$ cat config.mk
export PLATFORM = sky130hd
export DESIGN_NAME = mbox_tx_top
export DESIGN_NICKNAME = d
export VERILOG_FILES = /design/src/rtl/mbox_tx_pkg.sv /design/src/rtl/mbox_tx_ctrl.sv /design/src/rtl/mbox_tx_dp.sv /design/src/rtl/mbox_tx_top.sv
export SDC_FILE = /design/constraint.sdc
export NUM_CORES = 1
export LEC_CHECK = 0
export BUFFER_PORTS_ARGS = -buffer_cell sky130_fd_sc_hd__buf_2
export CORE_ASPECT_RATIO = 0.9
export CORE_MARGIN = 8
export CORE_UTILIZATION = 53
export DETAILED_ROUTE_END_ITERATION = 12
export PLACE_DENSITY = 0.88
export SYNTH_ARGS = -nofsm -noshare
export SYNTH_HDL_FRONTEND = slang
export SYNTH_SLANG_ARGS = --single-unit
$ cat constraint.sdc
create_clock -name clk -period 2.6 [get_ports clk]
set_clock_uncertainty 0.2 [all_clocks]
set_input_delay 0.26 -clock clk [delete_from_list [all_inputs] [get_ports clk]]
set_output_delay 0.26 -clock clk [all_outputs]
set_load 0.02 [all_outputs]
$ cat src/rtl/mbox_tx_pkg.sv
package mbox_tx_pkg;

  localparam int FIELD_W = 8;

  localparam logic [5:0] OFF_TGT   = 6'h00;
  localparam logic [5:0] OFF_LO    = 6'h04;
  localparam logic [5:0] OFF_HI    = 6'h08;
  localparam logic [5:0] OFF_FIRE  = 6'h0C;
  localparam logic [5:0] OFF_CLR   = 6'h10;
  localparam logic [5:0] OFF_STS   = 6'h14;
  localparam logic [5:0] OFF_IRQ   = 6'h18;
  localparam logic [5:0] OFF_MASK  = 6'h1C;

  // strobes from control to datapath
  typedef struct packed {
    logic wrTgt;
    logic wrLo;
    logic wrHi;
    logic fire;
    logic clrFlags;
    logic clrIrq;
    logic wrMask;
  } mboxStrobe_t;

  typedef enum logic [2:0] {
    RD_TGT, RD_LO, RD_HI, RD_STS, RD_IRQ, RD_MASK, RD_ZERO
  } rdSel_t;

endpackage

$ cat src/rtl/mbox_tx_ctrl.sv
module mbox_tx_ctrl
  import mbox_tx_pkg::*;
(
  input  logic        regWrEn,
  input  logic [5:0]  regAddr,
  input  logic        wrBit0,
  output mboxStrobe_t strb,
  output rdSel_t      rdSel
);

  always_comb begin
    strb          = '0;
    strb.wrTgt    = regWrEn && (regAddr == OFF_TGT);
    strb.wrLo     = regWrEn && (regAddr == OFF_LO);
    strb.wrHi     = regWrEn && (regAddr == OFF_HI);
    strb.fire     = regWrEn && (regAddr == OFF_FIRE) && wrBit0;
    strb.clrFlags = regWrEn && (regAddr == OFF_CLR);
    strb.clrIrq   = regWrEn && (regAddr == OFF_IRQ) && wrBit0;
    strb.wrMask   = regWrEn && (regAddr == OFF_MASK);
  end

  always_comb begin
    case (regAddr)
      OFF_TGT:  rdSel = RD_TGT;
      OFF_LO:   rdSel = RD_LO;
      OFF_HI:   rdSel = RD_HI;
      OFF_STS:  rdSel = RD_STS;
      OFF_IRQ:  rdSel = RD_IRQ;
      OFF_MASK: rdSel = RD_MASK;
      default:  rdSel = RD_ZERO;
    endcase
  end

endmodule

$ cat src/rtl/mbox_tx_dp.sv
module mbox_tx_dp
  import mbox_tx_pkg::*;
#(
  parameter int NUM_TGT = 8,
  parameter int DATA_W  = 32
) (
  input  logic                      clk,
  input  logic                      rstN,
  input  mboxStrobe_t               strb,
  input  rdSel_t                    rdSel,
  input  logic [DATA_W-1:0]         regWrData,
  output logic [DATA_W-1:0]         regRdData,
  output logic [NUM_TGT-1:0]        txValid,
  input  logic [NUM_TGT-1:0]        txReady,
  output logic [NUM_TGT*2*DATA_W-1:0] txMsg,
  output logic                      irqOut
);

  localparam int MSG_W = 2 * DATA_W;
  localparam int TGT_W = (NUM_TGT > 1) ? $clog2(NUM_TGT) : 1;
  localparam int DLV_LSB = 2 * FIELD_W;
  localparam int OVF_LSB = FIELD_W;

  logic [TGT_W-1:0]   tgtId;
  logic [DATA_W-1:0]  msgLo, msgHi;
  logic [2:0]         maskReg;
  logic               irqPend;
  logic [NUM_TGT-1:0] busy, delivered, overflow;
  logic [NUM_TGT-1:0] fireHit, handshake, newOvf;

  always_ff @(posedge clk or negedge rstN) begin
    if (!rstN) begin
      tgtId   <= '0;
      msgLo   <= '0;
      msgHi   <= '0;
      maskReg <= 3'b111;
    end else begin
      if (strb.wrTgt)  tgtId   <= regWrData[TGT_W-1:0];
      if (strb.wrLo)   msgLo   <= regWrData;
      if (strb.wrHi)   msgHi   <= regWrData;
      if (strb.wrMask) maskReg <= regWrData[2:0];
    end
  end

  for (genvar k = 0; k < NUM_TGT; k++) begin : g_slot
    logic [MSG_W-1:0] slotMsg;

    assign fireHit[k]   = strb.fire && (tgtId == TGT_W'(k));
    assign handshake[k] = busy[k] && txReady[k];
    assign newOvf[k]    = fireHit[k] && busy[k] && !overflow[k];

    always_ff @(posedge clk or negedge rstN) begin
      if (!rstN) begin
        busy[k]      <= 1'b0;
        slotMsg      <= '0;
        delivered[k] <= 1'b0;
        overflow[k]  <= 1'b0;
      end else begin
        if (fireHit[k] && !busy[k]) begin
          busy[k] <= 1'b1;
          slotMsg <= {msgHi, msgLo};
        end else if (handshake[k]) begin
          busy[k] <= 1'b0;
        end

        if (handshake[k])
          delivered[k] <= 1'b1;
        else if (strb.clrFlags && regWrData[DLV_LSB+k])
          delivered[k] <= 1'b0;

        if (fireHit[k] && busy[k])
          overflow[k] <= 1'b1;
        else if (strb.clrFlags && regWrData[OVF_LSB+k])
          overflow[k] <= 1'b0;
      end
    end

    assign txMsg[k*MSG_W +: MSG_W] = slotMsg;
  end

  logic evBlocked, evOverflow, evDelivered, irqSet;
  assign evBlocked   = |(fireHit & busy);
  assign evOverflow  = |newOvf;
  assign evDelivered = |handshake;
  assign irqSet = (evBlocked   && !maskReg[0]) ||
                  (evOverflow  && !maskReg[1]) ||
                  (evDelivered && !maskReg[2]);

  always_ff @(posedge clk or negedge rstN) begin
    if (!rstN)            irqPend <= 1'b0;
    else if (irqSet)      irqPend <= 1'b1;
    else if (strb.clrIrq) irqPend <= 1'b0;
  end

  logic [FIELD_W-1:0] busyF, ovfF, dlvF;
  always_comb begin
    busyF = '0;
    ovfF  = '0;
    dlvF  = '0;
    busyF[NUM_TGT-1:0] = busy;
    ovfF[NUM_TGT-1:0]  = overflow;
    dlvF[NUM_TGT-1:0]  = delivered;
  end

  always_comb begin
    regRdData = '0;
    case (rdSel)
      RD_TGT:  regRdData[TGT_W-1:0] = tgtId;
      RD_LO:   regRdData = msgLo;
      RD_HI:   regRdData = msgHi;
      RD_STS:  regRdData[3*FIELD_W-1:0] = {dlvF, ovfF, busyF};
      RD_IRQ:  regRdData[0] = irqPend;
      RD_MASK: regRdData[2:0] = maskReg;
      default: regRdData = '0;
    endcase
  end

  assign txValid = busy;
  assign irqOut  = irqPend;

endmodule

$ cat src/rtl/mbox_tx_top.sv
module mbox_tx_top
  import mbox_tx_pkg::*;
#(
  parameter int NUM_TGT = 8,
  parameter int DATA_W  = 32
) (
  input  logic                        clk,
  input  logic                        rstN,
  input  logic                        regWrEn,
  input  logic [5:0]                  regAddr,
  input  logic [DATA_W-1:0]           regWrData,
  output logic [DATA_W-1:0]           regRdData,
  output logic [NUM_TGT-1:0]          txValid,
  input  logic [NUM_TGT-1:0]          txReady,
  output logic [NUM_TGT*2*DATA_W-1:0] txMsg,
  output logic                        irqOut
);

  mboxStrobe_t strb;
  rdSel_t      rdSel;

  mbox_tx_ctrl u_ctrl (
    .regWrEn (regWrEn),
    .regAddr (regAddr),
    .wrBit0  (regWrData[0]),
    .strb    (strb),
    .rdSel   (rdSel)
  );

  mbox_tx_dp #(.NUM_TGT(NUM_TGT), .DATA_W(DATA_W)) u_dp (
    .clk       (clk),
    .rstN      (rstN),
    .strb      (strb),
    .rdSel     (rdSel),
    .regWrData (regWrData),
    .regRdData (regRdData),
    .txValid   (txValid),
    .txReady   (txReady),
    .txMsg     (txMsg),
    .irqOut    (irqOut)
  );

endmodule

==> results of run 1 <==
==> per-layer routing <==
layer  global-route usage  part of all wire  wire (um)  vias to the layer above
li1                     -                 -          -                     6795
met1                0.357              0.38      30200                     8725
met2                0.492              0.49      38700                      819
met3               0.0777             0.086       6750                      199
met4                0.116             0.040       3130                        6
met5                    0           0.00052         41                        -
==> sequential cells by signal, indices dropped and copies added (netlist names), 3 cells and up <==
register	count
u_dp.txValid	8
u_dp.msgHi	32
u_dp.tgtId	3
u_dp.delivered	8
u_dp.maskReg	3
u_dp.overflow	8
u_dp.msgLo	32
u_dp.g_slot.slotMsg	512
==> repair_timing <==
action,4_1_cts,5_1_grt
pin swaps,2,2
resized for setup,6,17
hold endpoints to repair,530,0
buffers inserted,1,1
setup endpoints to repair,2,22
hold buffers,42,0
==> cells in the mapped netlist, drive strengths merged, types with 2 or more instances <==
cell type / count / share of area
dfrtp: 604 / 0.63
mux2: 580 / 0.27
buf: 130 / 0.034
nand2: 45 / 0.0070
o21ai: 36 / 0.0075
mux2i: 22 / 0.0091
a22o: 17 / 0.0062
clkbuf: 17 / 0.0026
nor2: 16 / 0.0028
inv: 15 / 0.0023
a32o: 8 / 0.0033
nand2b: 7 / 0.0021
nand3: 7 / 0.0015
a21oi: 6 / 0.0012
a21o: 5 / 0.0016
nor3: 5 / 0.0021
nor2b: 4 / 0.0010
nor3b: 4 / 0.0012
dfstp: 3 / 0.0033
nor4b: 3 / 0.0017
a211oi: 2 / 0.00062
a221o: 2 / 0.00083
a22oi: 2 / 0.00062
a31oi: 2 / 0.00052
and3: 2 / 0.00052
ha: 2 / 0.0010
nand3b: 2 / 0.00062
nand4: 2 / 0.0011
o22ai: 2 / 0.00052
o311ai: 2 / 0.00073
o32ai: 2 / 0.00073
==> layout make-up <==
class | instances | area [um^2]
clock inverter | 23 | 201
antenna | 5 | 12.5
inverter | 15 | 56.3
clock buffer | 84 | 1700
fill | 3062 | 14800
tap | 608 | 761
sequential | 607 | 15200
multi-input combinational | 801 | 8140
timing repair buffer | 717 | 4360
==> power groups by stage <==
stage | combinational (mW) | clock, mW | sequential [mW]
2_1_floorplan | 0.567 | 0 | 9.93
3_3_place_gp | 0.775 | 0 | 10.4
3_5_place_dp | 0.806 | 0 | 10.4
4_1_cts | 0.878 | 8.49 | 10.2
5_1_grt | 0.947 | 8.84 | 10.2
6_report | 0.873 | 8.37 | 10.2
==> worst max-delay path by stage <==
stage                          to  slack (ns)
floorplan           regRdData[10]        0.03
global placement    regRdData[13]       -0.05
detailed placement  regRdData[13]       -0.07
CTS                  regRdData[0]       0.009
global route        regRdData[30]      -0.006
finish               regRdData[0]        0.06
==> through the flow <==
stage / std cells / utilization
global placement: 2704 / 0.620
detailed placement: 2704 / 0.620
CTS: 2854 / 0.672
finish: 2860 / 0.673
floorplan: 1570 / -
global route: 2859 / 0.673
==> worst max-delay path, stage by stage, from the launching register on <==
cell                      delay [ns]
sky130_fd_sc_hd__dfstp_2        0.53
sky130_fd_sc_hd__or3b_4         0.38
sky130_fd_sc_hd__a21oi_2        0.16
sky130_fd_sc_hd__o21ai_2        0.09
sky130_fd_sc_hd__a21oi_1        0.14
sky130_fd_sc_hd__buf_4          0.19
==> logic make-up after synthesis <==
group	synth area share
mux	0.280
flops	0.629
compound gates	0.0264
buf+inv	0.0389
fa+ha+maj	0.00104
simple gates	0.0248
==> summary.txt, run 1 <==
Run status
  • Status: completed

Floorplan
  • Num ports: 602
  • Row count: 74
  • Area of the die: 0.0527 mm^2
  • Vertical die dimension: 218 um
  • Core Area: 0.0452 mm^2
  • DIE WIDTH: 241 um
  • Initial standard-cell utilization of the core: 0.534

Critical path
  • Register-to-register setup slack: 0.20 ns
  • Type of the setup path with the least slack: flip-flop to output pin
  • Cells on worst reg2reg path: 5
  • Data required time at the worst endpoint: 2.14 ns
  • Kind of capture point of the worst setup path: output pin
  • Largest fanout of any net on the critical path: 2
  • Endpoint of the lowest-slack register-to-register path: u_dp.g_slot[7].slotMsg[32]
  • Data arrival time of the worst path: 2.08 ns
  • Worst flop-to-flop path startpoint: u_dp.tgtId[1]
  • Timing startpoint of the critical path: u_dp.maskReg[0]
  • Kind of start point of the critical path: flip-flop

Pwr
  • Part of the power in the clock network: 0.430
  • Part of the total power dissipated in sequential elements: 0.525
  • Combinational cell fraction of total power: 0.045
  • Peak supply drop: 0.000564 V
  • Static Leak: 17.2 nW
  • Total power of the final layout: 19.5 mW
  • Cell Int Power: 14.8 mW
  • Net switching share of the total power: 0.242
  • Power density over the cells: 640 mW/mm^2
  • Switching power of the nets: 4.72 mW

CTS
  • Clock root cell: sky130_fd_sc_hd__clkbuf_16
  • Clock latency on the worst-skew pair: 0.59 ns
  • Clock buffers created by TritonCTS: 57
  • Clock sink total: 607
  • Level count of the clock H-tree: 2
  • TritonCTS clock tree: yes
  • Clock-pin transition on the worst setup and hold timing paths: 0.06 ns
  • Bufs on Longest Clock Path: 3

Timing
  • Actual slew at the worst max-slew pin: 0.708 ns
  • Number of hold violations in the final report: 0
  • Min setup slack post-route: 0.0592 ns
  • Minimum clock period: 2.54 ns
  • Ratio of final minimum period to clock period: 0.977
  • F_max: 394 MHz
  • Worst slew slack as a fraction of its limit: 0.528
  • Count of final setup violators: 0
  • Hold_ws: 0.0682 ns
  • Total negative slack for setup checks: 0 ns
  • Number of pins with negative max-slew slack in the final report: 0

Layout
  • Proportion of layout cells with a drive suffix above 1: 0.593
  • Commonest non-fill, non-tap cells in the layout: sky130_fd_sc_hd__dfrtp_1 (603), sky130_fd_sc_hd__buf_2 (597), sky130_fd_sc_hd__mux2_2 (531)
  • Count of nets after finishing: 2250
  • Post-route cell area: 0.0304 mm^2
  • Leading cell type in the layout, fill and taps excluded: sky130_fd_sc_hd__dfrtp_1
  • Synthesis-to-layout area growth: 26.0%

Routing
  • Detailed-routing iteration count for the pre-antenna-repair pass: 5
  • Average via count per standard cell: 5.78
  • Post-route DRC violation count: 0
  • Avg WL per Cell: 27.5 um
  • First DRT Iteration DRCs: 957
  • Final antenna-violating net count: 0
  • Via count: 16.5k
  • Total wire length after detailed routing: 78800 um

Min path
  • Worst Hold Class: primary input to flip-flop
  • Worst hold path startpoint: regWrEn
  • End of the worst hold path: u_dp.msgLo[21]
  • Worst hold path stage count: 4

Synthesis
  • Flop and latch count out of synthesis: 607
  • EDFF count, synth: 0
  • Share of flip-flops with an asynchronous set or reset after synthesis: 1.00
  • Post-Syn Area per Cell: 15.4 um^2
  • Synthesized netlist net count: 1621
  • Number of unique standard cell types used by synthesis: 55
  • Area of the mapped netlist: 0.0241 mm^2
  • Register area share after synthesis: 0.629
  • Count of synthesis-stage warnings from yosys: 0
  • Synthesized instance count: 1570
  • Most used flip-flop cell after synthesis: sky130_fd_sc_hd__dfrtp_1

Global route
  • Overflow after GRT: 0
  • Antenna violations before repair: 8
  • Maximum number of pins on one net before global-route repair: 74
  • Overall fraction of global-route tracks in use: 0.292
  • Wire length of the first global-routing pass: 116000 um
  • Number of global-route vias before repair: 17.9k

Place
  • Post-Place Setup Slack: -0.0664 ns
  • HPWL after detailed placement: 55600 um
  • Number of buffer cells added on primary ports: 601
  • Standard cell area after detailed placement: 0.0280 mm^2
  • Gpl congestion: 0.891

Job
  • MaxCap Viol Count: 0
(Power assumes the default switching activity.)
==> run 2, diff against run 1 <==
- clock period: 2.6 -> 2.5 ns (I/O delays scaled with it)
==> run 2 against run 1 <==
Net effect:
- the flow now finishes with violations (negative setup slack)
- design area up 0.80%
- sequential share of layout area down 0.38 points
- first-iteration DRC count rose by 20%
- count of clock-buffer cells in the layout did not move
- die area stayed put
- core utilization is 0.54 points higher
- combinational power grew 8.9%
- sequential power rose by 4%
==> summary.txt, run 2 (synthesis gave the netlist of run 1 again) <==
Run status
  • Status: finished with violations
  • Failing checks: negative setup slack

CTS
  • Level count of the clock H-tree: 2
  • Clock-pin transition on the worst setup and hold timing paths: 0.06 ns
  • Clock latency on the worst-skew pair: 0.59 ns
  • Clock sink total: 607
  • Clock root cell: sky130_fd_sc_hd__clkbuf_16
  • Clock buffers created by TritonCTS: 57
  • TritonCTS clock tree: yes
  • Bufs on Longest Clock Path: 3

Timing
  • Total negative slack for setup checks: -0.0108 ns
  • Number of pins with negative max-slew slack in the final report: 0
  • Hold_ws: 0.0947 ns
  • Ratio of final minimum period to clock period: 1.00
  • F_max: 398 MHz
  • Worst slew slack as a fraction of its limit: 0.580
  • Actual slew at the worst max-slew pin: 0.631 ns
  • Min setup slack post-route: -0.0108 ns
  • Count of final setup violators: 1
  • Number of hold violations in the final report: 0
  • Minimum clock period: 2.51 ns
  • RSZ-0062 raised after global routing: yes

Routing
  • First DRT Iteration DRCs: 1144
  • Post-route DRC violation count: 0
  • Detailed-routing iteration count for the pre-antenna-repair pass: 6
  • Via count: 16.6k
  • Total wire length after detailed routing: 80400 um
  • Average via count per standard cell: 5.80
  • Final antenna-violating net count: 0
  • Avg WL per Cell: 28.1 um

Global route
  • Maximum number of pins on one net before global-route repair: 116
  • Number of global-route vias before repair: 17.9k
  • Antenna violations before repair: 12
  • Wire length of the first global-routing pass: 117000 um
  • Overflow after GRT: 0
  • Overall fraction of global-route tracks in use: 0.297

Pwr
  • Switching power of the nets: 4.87 mW
  • Cell Int Power: 15.6 mW
  • Net switching share of the total power: 0.238
  • Power density over the cells: 667 mW/mm^2
  • Total power of the final layout: 20.4 mW
  • Static Leak: 17.3 nW
  • Part of the total power dissipated in sequential elements: 0.519
  • Combinational cell fraction of total power: 0.047
  • Part of the power in the clock network: 0.434
  • Peak supply drop: 0.000696 V

Place
  • Gpl congestion: 0.901
  • Standard cell area after detailed placement: 0.0281 mm^2
  • Number of buffer cells added on primary ports: 601
  • HPWL after detailed placement: 55800 um

Critical path
  • Kind of start point of the critical path: flip-flop
  • Kind of capture point of the worst setup path: output pin
  • Crit path max-delay cell type: sky130_fd_sc_hd__dfstp_2
  • Data required time at the worst endpoint: 2.05 ns
  • Largest fanout of any net on the critical path: 2
  • Highest cell delay on the worst timing path: 0.55 ns
  • Cell Chain, Critical Path: or3b_4 -> a21oi_2 -> o21ai_1 -> a21oi_1 -> buf_4
  • Worst flop-to-flop path startpoint: u_dp.tgtId[0]
  • Data arrival time of the worst path: 2.06 ns
  • Timing startpoint of the critical path: u_dp.maskReg[0]
  • Type of the setup path with the least slack: flip-flop to output pin

Floorplan
  • Row count: 74
  • Core Area: 0.0452 mm^2
  • Num ports: 602
  • Initial standard-cell utilization of the core: 0.534
  • DIE WIDTH: 241 um
  • Area of the die: 0.0527 mm^2
  • Vertical die dimension: 218 um

Layout
  • Leading cell type in the layout, fill and taps excluded: sky130_fd_sc_hd__dfrtp_1
  • Area of combinational cells with multiple inputs: 0.00818 mm^2
  • Count of nets after finishing: 2254
  • Final Util: 0.679
  • Count of filler cells inserted in the layout: 3012
  • Largest registers in the final layout: u_dp.g_slot.slotMsg x512, u_dp.msgHi x32, u_dp.msgLo x32
  • Number of flip-flops in the largest register: 512
  • Sequential cell area: 0.0152 mm^2
  • Register containing the most flip-flops in the final layout: u_dp.g_slot.slotMsg
  • Commonest non-fill, non-tap cells in the layout: sky130_fd_sc_hd__dfrtp_1 (600), sky130_fd_sc_hd__buf_2 (586), sky130_fd_sc_hd__mux2_2 (531)
  • Proportion of layout cells with a drive suffix above 1: 0.598
  • Synthesis-to-layout area growth: 27.0%
  • Post-route cell area: 0.0307 mm^2

Job
  • MaxCap Viol Count: 0

Min path
  • Worst hold path startpoint: regAddr[1]
  • Worst Hold Class: primary input to flip-flop
-- run 2: critical path, delay by kind of cell, from the launching register on --
| kind | cells | cell delay (ns) |
|---|---|---|
| AND/OR/NAND/NOR | 1 | 0.38 |
| flip-flops | 1 | 0.55 |
| buffers and inverters | 1 | 0.19 |
| AO/OA/AOI/OAI | 3 | 0.35 |
-- run 2: through the flow --
step | setup slack [ns] | instances
after floorplan | -0.0467 | 1570
after global placement | -0.236 | 2703
after detailed placement | -0.286 | 2703
after CTS | -0.0291 | 2851
after global routing | -0.0886 | 2859
final | -0.0108 | 2861
-- run 2: power groups by stage --
stage | Combinational [mW] | Sequential (mW) | Clock, mW
floorplan | 0.589 | 10.3 | 0
global placement | 0.821 | 10.8 | 0
detailed placement | 0.851 | 10.8 | 0
CTS | 0.934 | 10.6 | 9.00
global route | 1.03 | 10.6 | 9.36
finish | 0.951 | 10.6 | 8.87
-- run 2: what timing repair did --
item / in CTS / in global routing
buffers inserted: 1 / 4
hold buffers: 43 / 0
hold endpoints to repair: 538 / 0
gates cloned: 0 / 1
resized for setup: 13 / 45
setup endpoints to repair: 21 / 30
pin swaps: 2 / 3
-- run 2: final timing paths --
kind	depth (start not counted)	end	slack [ns]
min	7	u_dp.maskReg[2]	0.09
max in group asynchronous	3	u_dp.g_slot[5].slotMsg[48]	1.29
max	5	regRdData[0]	-0.01
max reg2reg	5	u_dp.g_slot[4].slotMsg[11]	0.22
min in group asynchronous	3	u_dp.g_slot[7].slotMsg[41]	0.18
min reg2reg	1	u_dp.g_slot[0].slotMsg[38]	0.28
-- run 2: routing by layer --
metal | routed length [um] | share of wire | up-vias | track usage
li1 | - | - | 6774 | -
met1 | 29600 | 0.37 | 8721 | 0.360
met2 | 39600 | 0.49 | 881 | 0.495
met3 | 7870 | 0.098 | 219 | 0.0856
met4 | 3210 | 0.040 | 10 | 0.127
met5 | 72 | 0.00090 | - | 0
-- run 2: final cells by class --
cell class	count	area share
timing repair buffer	721	0.148
sequential	607	0.496
tap	608	0.0248
inverter	15	0.00184
clock buffer	84	0.0547
antenna	5	0.000408
clock inverter	20	0.00788
multi-input combinational	801	0.267
==> run 3, diff against run 2 <==
- clock period: 2.5 -> 2.7 ns (I/O delays scaled with it)
==> run 3 against run 2 <==
Net effect:
- the run now ends clean
- sequential power is 7% lower
- clock power is 8.9% lower
- sequential share of layout area increased by 0.79 points
- design area is 1.6% lower
- wire length shrank 3.3%
- register-to-register slack gained 0.16 ns
- combinational power shrank 15%
- cell count is 1.0% lower
- via count down 1.2%
==> summary.txt, run 3 (synthesis gave the netlist of run 1 again) <==
Run status
  • Status: completed

Timing
  • Actual slew at the worst max-slew pin: 0.597 ns
  • Number of hold violations in the final report: 0
  • Ratio of final minimum period to clock period: 0.979
  • F_max: 378 MHz
  • Total negative slack for setup checks: 0 ns
  • Hold_ws: 0.0898 ns
  • Number of pins with negative max-slew slack in the final report: 0
  • RSZ-0062 raised after global routing: yes
  • Count of final setup violators: 0
  • Minimum clock period: 2.64 ns
  • Worst slew slack as a fraction of its limit: 0.602

Routing
  • Final antenna-violating net count: 0
  • Avg WL per Cell: 27.4 um
  • Total wire length after detailed routing: 77700 um
  • First DRT Iteration DRCs: 1152
  • Via count: 16.4k
  • Post-route DRC violation count: 0
  • Detailed-routing iteration count for the pre-antenna-repair pass: 7
  • Average via count per standard cell: 5.79

Critical path
  • Kind of start point of the critical path: flip-flop
  • Endpoint of the lowest-slack register-to-register path: u_dp.irqOut
  • Cells on worst reg2reg path: 5
  • Type of the setup path with the least slack: flip-flop to output pin
  • Highest cell delay on the worst timing path: 0.54 ns
  • Crit path max-delay cell type: sky130_fd_sc_hd__dfstp_2
  • Most prevalent standard cell on the critical path: sky130_fd_sc_hd__a21oi_1
  • Largest fanout of any net on the critical path: 2
  • CP bufs+invs: 1
  • Family with the most delay on the worst path: flip-flops
  • Cell Chain, Critical Path: or3b_2 -> a21oi_1 -> o21ai_0 -> a21oi_1 -> buf_4
  • Register-to-register setup slack: 0.38 ns
  • Worst flop-to-flop path startpoint: u_dp.tgtId[2]
  • Data required time at the worst endpoint: 2.23 ns
  • Data arrival time of the worst path: 2.17 ns
  • Kind of capture point of the worst setup path: output pin

Pwr
  • Static Leak: 17.1 nW
  • Part of the power in the clock network: 0.431
  • Power density over the cells: 621 mW/mm^2
  • Net switching share of the total power: 0.236
  • Switching power of the nets: 4.42 mW
  • Cell Int Power: 14.3 mW
  • Peak supply drop: 0.000550 V
  • Total power of the final layout: 18.7 mW
  • Part of the total power dissipated in sequential elements: 0.525
  • Combinational cell fraction of total power: 0.043

Place
  • Gpl congestion: 0.908
  • Standard cell area after detailed placement: 0.0278 mm^2
  • Number of buffer cells added on primary ports: 601
  • HPWL after detailed placement: 53900 um

CTS
  • Clock latency on the worst-skew pair: 0.60 ns
  • Bufs on Longest Clock Path: 3
  • Level count of the clock H-tree: 2
  • Clock buffers created by TritonCTS: 57
  • Clock sink total: 607
  • TritonCTS clock tree: yes
  • Clock-pin transition on the worst setup and hold timing paths: 0.06 ns
  • Clock root cell: sky130_fd_sc_hd__clkbuf_16

Floorplan
  • Row count: 74
  • Vertical die dimension: 218 um
  • Num ports: 602
  • Area of the die: 0.0527 mm^2
  • Initial standard-cell utilization of the core: 0.534
  • Core Area: 0.0452 mm^2
  • DIE WIDTH: 241 um

Job
  • MaxCap Viol Count: 0

Layout
  • Number of flip-flops in the largest register: 512
  • Final Util: 0.668
  • Proportion of layout cells with a drive suffix above 1: 0.586
  • Largest registers in the final layout: u_dp.g_slot.slotMsg x512, u_dp.msgHi x32, u_dp.msgLo x32
  • Count of filler cells inserted in the layout: 2968
  • Leading cell type in the layout, fill and taps excluded: sky130_fd_sc_hd__dfrtp_1
  • Count of nets after finishing: 2228
  • Register containing the most flip-flops in the final layout: u_dp.g_slot.slotMsg
  • Post-route cell area: 0.0302 mm^2
  • Sequential cell area: 0.0152 mm^2
  • Synthesis-to-layout area growth: 25.0%
  • Commonest non-fill, non-tap cells in the layout: sky130_fd_sc_hd__dfrtp_1 (602), sky130_fd_sc_hd__buf_2 (599), sky130_fd_sc_hd__mux2_2 (531)
  • Area of combinational cells with multiple inputs: 0.00812 mm^2

Global route
  • Overflow after GRT: 0
  • Maximum number of pins on one net before global-route repair: 98
  • Overall fraction of global-route tracks in use: 0.288
  • Wire length of the first global-routing pass: 114000 um
  • Number of global-route vias before repair: 17.5k
  • Antenna violations before repair: 9

Min path
  • Worst Hold Class: primary input to async pin
run 3: cell count changes in the layout (fill, tap and decap cells not counted), moves of 3 or more:
cell and change:
sky130_fd_sc_hd__buf_2 +13, sky130_fd_sc_hd__buf_4 -24, sky130_fd_sc_hd__o21ai_1 +8, sky130_fd_sc_hd__buf_12 -9, sky130_fd_sc_hd__clkbuf_8 -3, sky130_fd_sc_hd__o21ai_2 -9
run 3: per-layer routing:
| metal | share of wire | vias up | track usage |
|---|---|---|---|
| li1 | - | 6732 | - |
| met1 | 0.38 | 8654 | 0.356 |
| met2 | 0.49 | 841 | 0.480 |
| met3 | 0.095 | 164 | 0.0845 |
| met4 | 0.032 | 8 | 0.0988 |
| met5 | 0.00071 | - | 0 |
run 3: how the worst max path moves through the flow:
stage | slack [ns] | endpoint | depth (start not counted) | start
6_report | 0.06 | regRdData[0] | 5 | u_dp.maskReg[0]
5_1_grt | -0.05 | regRdData[0] | 5 | u_dp.maskReg[0]
4_1_cts | 0.0007 | regRdData[0] | 5 | u_dp.maskReg[0]
3_5_place_dp | -0.14 | regRdData[12] | 10 | regAddr[5]
3_3_place_gp | -0.12 | regRdData[12] | 10 | regAddr[5]
2_1_floorplan | 0.11 | regRdData[10] | 8 | regAddr[5]
run 3: through the flow:
step | worst slack, ns | instances
2_1_floorplan | 0.113 | 1570
3_3_place_gp | -0.115 | 2684
3_5_place_dp | -0.141 | 2684
4_1_cts | 0.000720 | 2827
5_1_grt | -0.0472 | 2830
6_report | 0.0561 | 2832
run 3: repair_timing:
action	CTS	global route
hold endpoints to repair	644	0
resized for setup	5	18
pin swaps	1	0
setup buffers	1	0
hold buffers	41	0
endpoints found under the setup margin	4	19
run 3: power groups by stage:
stage / Sequential, mW / Combinational, mW / Clock [mW]
final: 9.84 / 0.812 / 8.08
after global routing: 9.86 / 0.887 / 8.54
after CTS: 9.82 / 0.815 / 8.21
after detailed placement: 9.98 / 0.747 / 0
after global placement: 9.96 / 0.721 / 0
after floorplan: 9.56 / 0.546 / 0
run 3: worst register-to-register path, delay by kind of cell, from the launching register on:
| kind | cells | cell delay, ns |
|---|---|---|
| AOI/OAI and AO/OA | 2 | 0.49 |
| DFF | 1 | 0.62 |
| and+or+nand+nor | 3 | 0.88 |
run 3: final cells by class:
type	count	area share
Clock inverter	16	0.00639
Tap cell	608	0.0252
Antenna cell	5	0.000415
Sequential cell	607	0.504
Clock buffer	85	0.0561
Multi-Input combinational cell	801	0.269
Timing Repair Buffer	695	0.137
Inverter	15	0.00187
